$ cat src/rtl/phx_pkg.sv
package phx_pkg;

  typedef enum logic [3:0] {
    ST_IDLE  = 4'd0,
    ST_KEYIN = 4'd1,
    ST_MIX   = 4'd2,
    ST_INIT  = 4'd3,
    ST_ENC   = 4'd4,
    ST_DEC   = 4'd5,
    ST_MAC   = 4'd6,
    ST_DWAIT = 4'd7,
    ST_NONCE = 4'd8
  } phx_st_e;

  localparam int unsigned MODE_W = 3;

  localparam logic [MODE_W-1:0] MD_NONE = 3'd0;
  localparam logic [MODE_W-1:0] MD_MIX  = 3'd1;
  localparam logic [MODE_W-1:0] MD_INIT = 3'd2;
  localparam logic [MODE_W-1:0] MD_ENC  = 3'd3;
  localparam logic [MODE_W-1:0] MD_DEC  = 3'd4;
  localparam logic [MODE_W-1:0] MD_MACD = 3'd5;
  localparam logic [MODE_W-1:0] MD_TAG  = 3'd6;

  localparam int unsigned MIX_SEED  = 96;
  localparam logic [31:0] TAG_XOR_C = 32'h912d94f1;

endpackage

$ cat src/rtl/phx_cnt.sv
module phx_cnt #(
  parameter int unsigned W = 4
) (
  input  logic         clk,
  input  logic         rst,
  input  logic         clr,
  input  logic         inc,
  output logic [W-1:0] q
);

  always_ff @(posedge clk) begin
    if (rst || clr) q <= '0;
    else if (inc)   q <= q + 1'b1;
  end

  AST_CNT_NO_WRAP: assert property (@(posedge clk) disable iff (rst)
    (inc && (q == '1)) |-> clr);

endmodule

$ cat src/rtl/phx_blk_issue.sv
module phx_blk_issue (
  input  logic clk,
  input  logic rst,
  input  logic req,
  input  logic done_in,
  output logic go,
  output logic ready,
  output logic done_ok
);

  logic busy;

  assign ready   = !busy;
  assign done_ok = done_in && busy;

  always_ff @(posedge clk) begin
    if (rst) begin
      go   <= 1'b0;
      busy <= 1'b0;
    end else begin
      go <= req && !busy;
      if (req && !busy) busy <= 1'b1;
      else if (done_in) busy <= 1'b0;
    end
  end

  AST_GO_NEEDS_FREE: assert property (@(posedge clk) disable iff (rst)
    go |-> $past(!busy));

endmodule

$ cat src/rtl/phx_seq_ctrl.sv
module phx_seq_ctrl
  import phx_pkg::*;
#(
  parameter int unsigned DW          = 32,
  parameter int unsigned KEY_WORDS   = 8,
  parameter int unsigned NONCE_WORDS = 4,
  parameter int unsigned MIX_BLOCKS  = 8,
  parameter int unsigned INIT_BLOCKS = 8,
  parameter int unsigned MAC_SKIP    = 8,
  parameter int unsigned TAG_WORDS   = 4,
  parameter int unsigned INFO_W      = 3,
  parameter int unsigned INFO_MAX    = 3,
  parameter int unsigned SEL_W       = $clog2(KEY_WORDS + NONCE_WORDS + 3)
) (
  input  logic              clk,
  input  logic              rst,
  input  logic              en,
  input  logic              dec_sel,
  input  logic [INFO_W-1:0] last_bytes,
  input  logic [DW-1:0]     din,
  input  logic              blk_done,
  output logic              ld_stb,
  output logic [SEL_W-1:0]  ld_sel,
  output logic              blk_go,
  output logic [MODE_W-1:0] blk_mode,
  output logic [DW-1:0]     dp_bus
);

  localparam int unsigned LOAD_WORDS = KEY_WORDS + NONCE_WORDS;
  localparam int unsigned MAC_BLOCKS = MAC_SKIP + TAG_WORDS;
  localparam int unsigned MAX_MI     = (MIX_BLOCKS > INIT_BLOCKS) ? MIX_BLOCKS : INIT_BLOCKS;
  localparam int unsigned MAXB       = (MAC_BLOCKS > MAX_MI) ? MAC_BLOCKS : MAX_MI;
  localparam int unsigned WC_W       = $clog2(LOAD_WORDS + 1);
  localparam int unsigned BC_W       = $clog2(MAXB + 1);
  localparam int unsigned IW         = $clog2(INFO_MAX + 1);

  localparam logic [WC_W-1:0]  KEY_LAST   = WC_W'(LOAD_WORDS - 1);
  localparam logic [WC_W-1:0]  NONCE_LAST = WC_W'(NONCE_WORDS - 1);
  localparam logic [BC_W-1:0]  MIX_LAST   = BC_W'(MIX_BLOCKS - 1);
  localparam logic [BC_W-1:0]  INIT_LAST  = BC_W'(INIT_BLOCKS - 1);
  localparam logic [BC_W-1:0]  MAC_LAST   = BC_W'(MAC_BLOCKS - 1);
  localparam logic [BC_W-1:0]  SKIP_N     = BC_W'(MAC_SKIP);
  localparam logic [SEL_W-1:0] SEL_Z0X    = SEL_W'(LOAD_WORDS);
  localparam logic [SEL_W-1:0] SEL_Z4     = SEL_W'(LOAD_WORDS + 1);
  localparam logic [SEL_W-1:0] SEL_INIT   = SEL_W'(LOAD_WORDS + 2);
  localparam logic [SEL_W-1:0] SEL_NBASE  = SEL_W'(KEY_WORDS);

  phx_st_e           st, st_n;
  logic              fresh, fresh_n;
  logic              key_ok, keyok_n;
  logic [IW-1:0]     info_q, info_n, info_sat;
  logic [WC_W-1:0]   wcnt;
  logic [BC_W-1:0]   bcnt;
  logic              wclr, winc, bclr, binc;
  logic              req, ready, done_ok, issue;
  logic              ld_n;
  logic [SEL_W-1:0]  sel_n;
  logic [DW-1:0]     bus_n;
  logic [MODE_W-1:0] mode_n;

  phx_cnt #(.W(WC_W)) u_wcnt (
    .clk (clk), .rst (rst), .clr (wclr), .inc (winc), .q (wcnt)
  );

  phx_cnt #(.W(BC_W)) u_bcnt (
    .clk (clk), .rst (rst), .clr (bclr), .inc (binc), .q (bcnt)
  );

  phx_blk_issue u_issue (
    .clk (clk), .rst (rst), .req (req), .done_in (blk_done),
    .go (blk_go), .ready (ready), .done_ok (done_ok)
  );

  assign info_sat = (last_bytes > INFO_W'(INFO_MAX)) ? IW'(INFO_MAX) : last_bytes[IW-1:0];
  assign issue    = req && ready;
  assign binc     = done_ok && ((st == ST_MIX) || (st == ST_INIT) || (st == ST_MAC));

  always_comb begin
    st_n    = st;
    fresh_n = fresh;
    keyok_n = key_ok;
    info_n  = info_q;
    wclr    = 1'b0;
    winc    = 1'b0;
    bclr    = 1'b0;
    req     = 1'b0;
    ld_n    = 1'b0;
    sel_n   = '0;
    bus_n   = '0;
    mode_n  = MD_NONE;
    unique case (st)
      ST_IDLE: begin
        if (en) begin
          wclr = 1'b1;
          st_n = key_ok ? ST_NONCE : ST_KEYIN;
        end
      end
      ST_KEYIN: begin
        ld_n  = 1'b1;
        sel_n = SEL_W'(wcnt);
        bus_n = din;
        winc  = 1'b1;
        if (wcnt == KEY_LAST) begin
          st_n    = ST_MIX;
          fresh_n = 1'b1;
          bclr    = 1'b1;
        end
      end
      ST_NONCE: begin
        if (!en) begin
          st_n = ST_IDLE;
        end else begin
          ld_n  = 1'b1;
          sel_n = SEL_NBASE + SEL_W'(wcnt);
          bus_n = din;
          winc  = 1'b1;
          if (wcnt == NONCE_LAST) begin
            st_n    = ST_INIT;
            fresh_n = 1'b1;
            bclr    = 1'b1;
          end
        end
      end
      ST_MIX: begin
        if (fresh) begin
          ld_n    = 1'b1;
          sel_n   = SEL_Z4;
          bus_n   = DW'(MIX_SEED);
          fresh_n = 1'b0;
        end else begin
          req    = 1'b1;
          mode_n = MD_MIX;
          if (done_ok && (bcnt == MIX_LAST)) begin
            st_n    = ST_INIT;
            fresh_n = 1'b1;
            bclr    = 1'b1;
            keyok_n = 1'b1;
          end
        end
      end
      ST_INIT: begin
        if (fresh) begin
          ld_n    = 1'b1;
          sel_n   = SEL_INIT;
          fresh_n = 1'b0;
        end else begin
          req    = 1'b1;
          mode_n = MD_INIT;
          if (done_ok && (bcnt == INIT_LAST)) begin
            st_n = dec_sel ? ST_DEC : ST_ENC;
            bclr = 1'b1;
          end
        end
      end
      ST_ENC, ST_DEC: begin
        mode_n = (st == ST_DEC) ? MD_DEC : MD_ENC;
        bus_n  = din;
        req    = en;
        if (ready && !en) begin
          st_n    = ST_MAC;
          fresh_n = 1'b1;
          bclr    = 1'b1;
          info_n  = info_sat;
        end
      end
      ST_MAC: begin
        if (fresh) begin
          ld_n    = 1'b1;
          sel_n   = SEL_Z0X;
          bus_n   = DW'(TAG_XOR_C);
          fresh_n = 1'b0;
        end else begin
          req    = 1'b1;
          bus_n  = DW'(info_q);
          mode_n = (bcnt < SKIP_N) ? MD_MACD : MD_TAG;
          if (done_ok && (bcnt == MAC_LAST)) begin
            st_n = ST_DWAIT;
            bclr = 1'b1;
          end
        end
      end
      ST_DWAIT: begin
        if (!en) st_n = ST_IDLE;
      end
      default: st_n = ST_IDLE;
    endcase
  end

  always_ff @(posedge clk) begin
    if (rst) begin
      st       <= ST_IDLE;
      fresh    <= 1'b0;
      key_ok   <= 1'b0;
      info_q   <= '0;
      ld_stb   <= 1'b0;
      ld_sel   <= '0;
      blk_mode <= MD_NONE;
      dp_bus   <= '0;
    end else begin
      st       <= st_n;
      fresh    <= fresh_n;
      key_ok   <= keyok_n;
      info_q   <= info_n;
      ld_stb   <= ld_n;
      ld_sel   <= sel_n;
      blk_mode <= issue ? mode_n : MD_NONE;
      dp_bus   <= (ld_n || issue) ? bus_n : '0;
    end
  end

  AST_RST_QUIET: assert property (@(posedge clk) disable iff (rst)
    $past(rst) |-> (!ld_stb && !blk_go));
  AST_NO_OVERLAP: assert property (@(posedge clk) disable iff (rst)
    !(ld_stb && blk_go));
  AST_GO_MODE: assert property (@(posedge clk) disable iff (rst)
    blk_go |-> (blk_mode != MD_NONE));
  AST_GO_SPACING: assert property (@(posedge clk) disable iff (rst)
    blk_go |=> !blk_go);
  AST_MAC_WORD: assert property (@(posedge clk) disable iff (rst)
    (blk_go && ((blk_mode == MD_MACD) || (blk_mode == MD_TAG))) |-> (dp_bus <= DW'(INFO_MAX)));
  AST_KEY_STICKY: assert property (@(posedge clk) disable iff (rst)
    key_ok |=> key_ok);

endmodule

$ cat config.mk
export PLATFORM = sky130hd
export DESIGN_NAME = phx_seq_ctrl
export DESIGN_NICKNAME = d
export VERILOG_FILES = /design/src/rtl/phx_pkg.sv /design/src/rtl/phx_cnt.sv /design/src/rtl/phx_blk_issue.sv /design/src/rtl/phx_seq_ctrl.sv
export SDC_FILE = /design/constraint.sdc
export NUM_CORES = 1
export LEC_CHECK = 0
export BUFFER_PORTS_ARGS = -buffer_cell sky130_fd_sc_hd__buf_4
export CAP_MARGIN = 0
export CORE_MARGIN = 4
export CORE_UTILIZATION = 50
export DETAILED_ROUTE_END_ITERATION = 6
export GPL_TIMING_DRIVEN = 0
export PLACE_DENSITY_LB_ADDON = 0.12
export SYNTH_ARGS = -nofsm -noshare
export SYNTH_HDL_FRONTEND = slang
export SYNTH_SLANG_ARGS = --single-unit
$ cat constraint.sdc
create_clock -name clk -period 1.91 [get_ports clk]
set_input_delay 0.191 -clock clk [delete_from_list [all_inputs] [get_ports clk]]
set_output_delay 0.191 -clock clk [all_outputs]
set_load 0.01 [all_outputs]
==> metrics.txt <==
vias per cell=5.336; HPWL after DPL=4831 µm; Via Count=2369; Main synth FF type=dfxtp_1; commonest non-fill, non-tap cell in the layout=buf_4; Flop pwr share=35.2%; synthesized instance count=272; Tcrit/Tclk final=97.28%; Inst Count DP=418; status=completed; main combinational cell family by area after synthesis=simple AND/OR/NAND/NOR gates; vias in the first global route=2120; 1st-iter DRT viols=137; Critical Path End Type=flop; mux cell area share after synthesis=0.4088%; Final Hold Fails=0; layout net count=415; worst path arrival time=2.10 ns; CTS Sinks=58; Mean Syn Cell Area=9.002 µm²; net switching power=1323 µW; per-cell routed wire length=15.64 µm; reg2reg setup slack=0.05 ns; Initial Util=51.84%; Max Cap Viol=0; Min-Delay Path Depth=2; die height=77.98 µm; first-pass GRT wire length=10630 µm; Syn Nets=314; Yosys warnings=0; hold crit path type=in2reg; Routed WL=6944 µm; end point of the critical path=st[2]$_SDFFE_PP0P_; largest net degree at the start of global routing=11; R2R Path Start=st[0]$_SDFFE_PP0P_; Crit path depth=6; grt ovf=0; P&R area growth vs syn=45.32%; CTS Hold Bufs=0; Port Buf Inserts=79; n_diodes=0; Peak VDD IR=0.0006037 V; FF-to-FF End=st[2]$_SDFFE_PP0P_; GPL Wtd Cong=0.9159; P_int=2656 µW; root buf cell=clkbuf_8; commonest cells after routing, fill and taps aside=buf_4 (93), dfxtp_1 (53), nand2_1 (28); clock skew=0.003174 ns; DRC=0; Seq cells post-synth=58; core footprint=4723 µm²; CP startpoint=st[0]$_SDFFE_PP0P_; Buf/Inv on CP=1; worst skew pair latency=0.34 ns; Netlist cell types=55; num ports=81; setup_tns=0 ns; Post-DRT Antenna Nets=0; final core occ=75.34%; crit path kind=reg2reg; area post-placement=3126 µm²; final period demand of the worst path=1.858 ns; Clock power frac=31.1%; Pre-Repair DR Iteration Count=4; pin slew with the least headroom to its limit=0.6575 ns; post-synthesis adder-cell area fraction=1.022%; Leak=0.001528 µW; CP max stage cell=dfxtp_2; Pwr Density=1118 nW/µm²; synthesized area=2449 µm²; R2R cell count=6; register area share after synthesis=47.42%; H-tree depth=3; CP Cell Sequence=buf_4 -> nor3b_1 -> a311oi_2 -> o2111ai_2 -> or2_4 -> o41ai_2; crit-path leading delay family=compound AO/OA/AOI/OAI gates; Longest Clk Path Bufs=2; share of post-route cells with drive strength above 1=39.79%; Post-Layout Cell Count=444; Worst Setup Start Kind=flop; total power=3980 µW; Slew HR=56.01%; fmax=0.5382 GHz; xor/xnor share of the synthesized area=2.504%; total routing usage reported by global routing=22.61%; design area=3558 µm²; Core Rows=25; Critical Path RT=2.15 ns; final-layout fill cell count=374; unrepaired setup endpoints after global routing=true; Async S/R FF share, synth=0%; Largest stage delay, worst path=0.37 ns; Num CTS Buffers=9; Synth Area in Compound Gates=16.91%; number of synthesized flops with an enable pin=0; die width=77.98 µm; CP Max Fanout=10; Post-Synth Simple-Gate Area=26.78%; clk slew on worst S/H paths=0.06 ns; CTS tree=done; Logic pwr share=33.7%; die area=6081 µm²; Final Max Tran Viols=0; Sw Share=33.25%; Final Setup Violations=0; initial antenna violation count=0
[synthesized netlist by cell type, types with 5 or more instances]
| cell type | instances | share of area (%) |
|---|---|---|
| a21oi_1 | 22 | 4.5 |
| a32oi_1 | 5 | 1.8 |
| and2_1 | 17 | 4.3 |
| buf_2 | 7 | 1.4 |
| clkbuf_1 | 5 | 0.77 |
| dfxtp_1 | 58 | 47 |
| inv_1 | 7 | 1.1 |
| nand2_1 | 28 | 4.3 |
| nand2b_1 | 7 | 1.8 |
| nand4_1 | 5 | 1.3 |
| nor2_1 | 27 | 4.1 |
| nor3_1 | 7 | 1.4 |
| o21ai_0 | 8 | 1.6 |
[worst min-delay path by stage]
| stage | startpoint | to | slack, ns |
|---|---|---|---|
| final | din[3] | dp_bus[3]$_SDFF_PP0_ | 0.04 |
| after global routing | din[23] | dp_bus[23]$_SDFF_PP0_ | 0.04 |
| after CTS | din[3] | dp_bus[3]$_SDFF_PP0_ | 0.04 |
| after detailed placement | din[29] | dp_bus[29]$_SDFF_PP0_ | 0.40 |
| after global placement | din[2] | dp_bus[2]$_SDFF_PP0_ | 0.39 |
| after floorplan | din[11] | dp_bus[11]$_SDFF_PP0_ | 0.31 |
[layer usage]
metal	vias up	wire length, µm	GRT usage [%]
met1	1088	2763	30.29
met5	-	0	0
met4	0	173	11.19
met3	17	662	4.756
met2	114	3344	34.42
li1	1150	-	-
[sequential cells by signal (all words and copies together), names as in the netlist]
register,flops
blk_mode,3
dp_bus,32
fresh,1
info_q,2
key_ok,1
ld_sel,4
ld_stb,1
st,4
u_bcnt.q,4
u_issue.busy,1
u_issue.go,1
u_wcnt.q,4
[power groups by stage]
stage,combinational (µW),clock (µW),sequential (µW)
final,1340,1240,1400
after floorplan,756,0,1410
after global routing,1450,1320,1410
after detailed placement,1130,0,1400
after CTS,1170,1250,1370
after global placement,1120,0,1390
[metrics by stage]
stage	worst slack [ns]	hold slack, ns
after floorplan	0.1926	0.3127
after global placement	-0.1343	0.3924
after detailed placement	-0.1310	0.3953
after CTS	-0.007789	0.04400
after global routing	-0.003067	0.03996
final	0.05195	0.04484
[cells by family (layout without fill, tap and decap cells)]
group	Yosys count	after routing
XOR/XNOR	7	7
buffers and inverters	24	129
AND/OR/NAND/NOR	121	121
multiplexers	1	1
flip-flops	58	58
adder cells (fa/ha/maj)	2	2
AO/OA/AOI/OAI	59	59
[timing repair]
item	in CTS	in global routing
endpoints found under the setup margin	28	37
gates cloned	0	0
gates resized for setup	11	33
pin swaps	1	6
setup buffers	2	10
[area by class of cell]
class | count | area (µm²) | share of cell area (%)
Timing Repair Buffer | 91 | 680.7 | 19.13
Buffer | 16 | 121.4 | 3.411
Clock inverter | 5 | 78.83 | 2.215
Sequential cell | 58 | 1167 | 32.81
Inverter | 7 | 26.28 | 0.7384
Multi-Input combinational cell | 190 | 1262 | 35.48
Clock buffer | 10 | 137.6 | 3.868
Tap cell | 67 | 83.83 | 2.356
(Power assumes the default switching activity.)
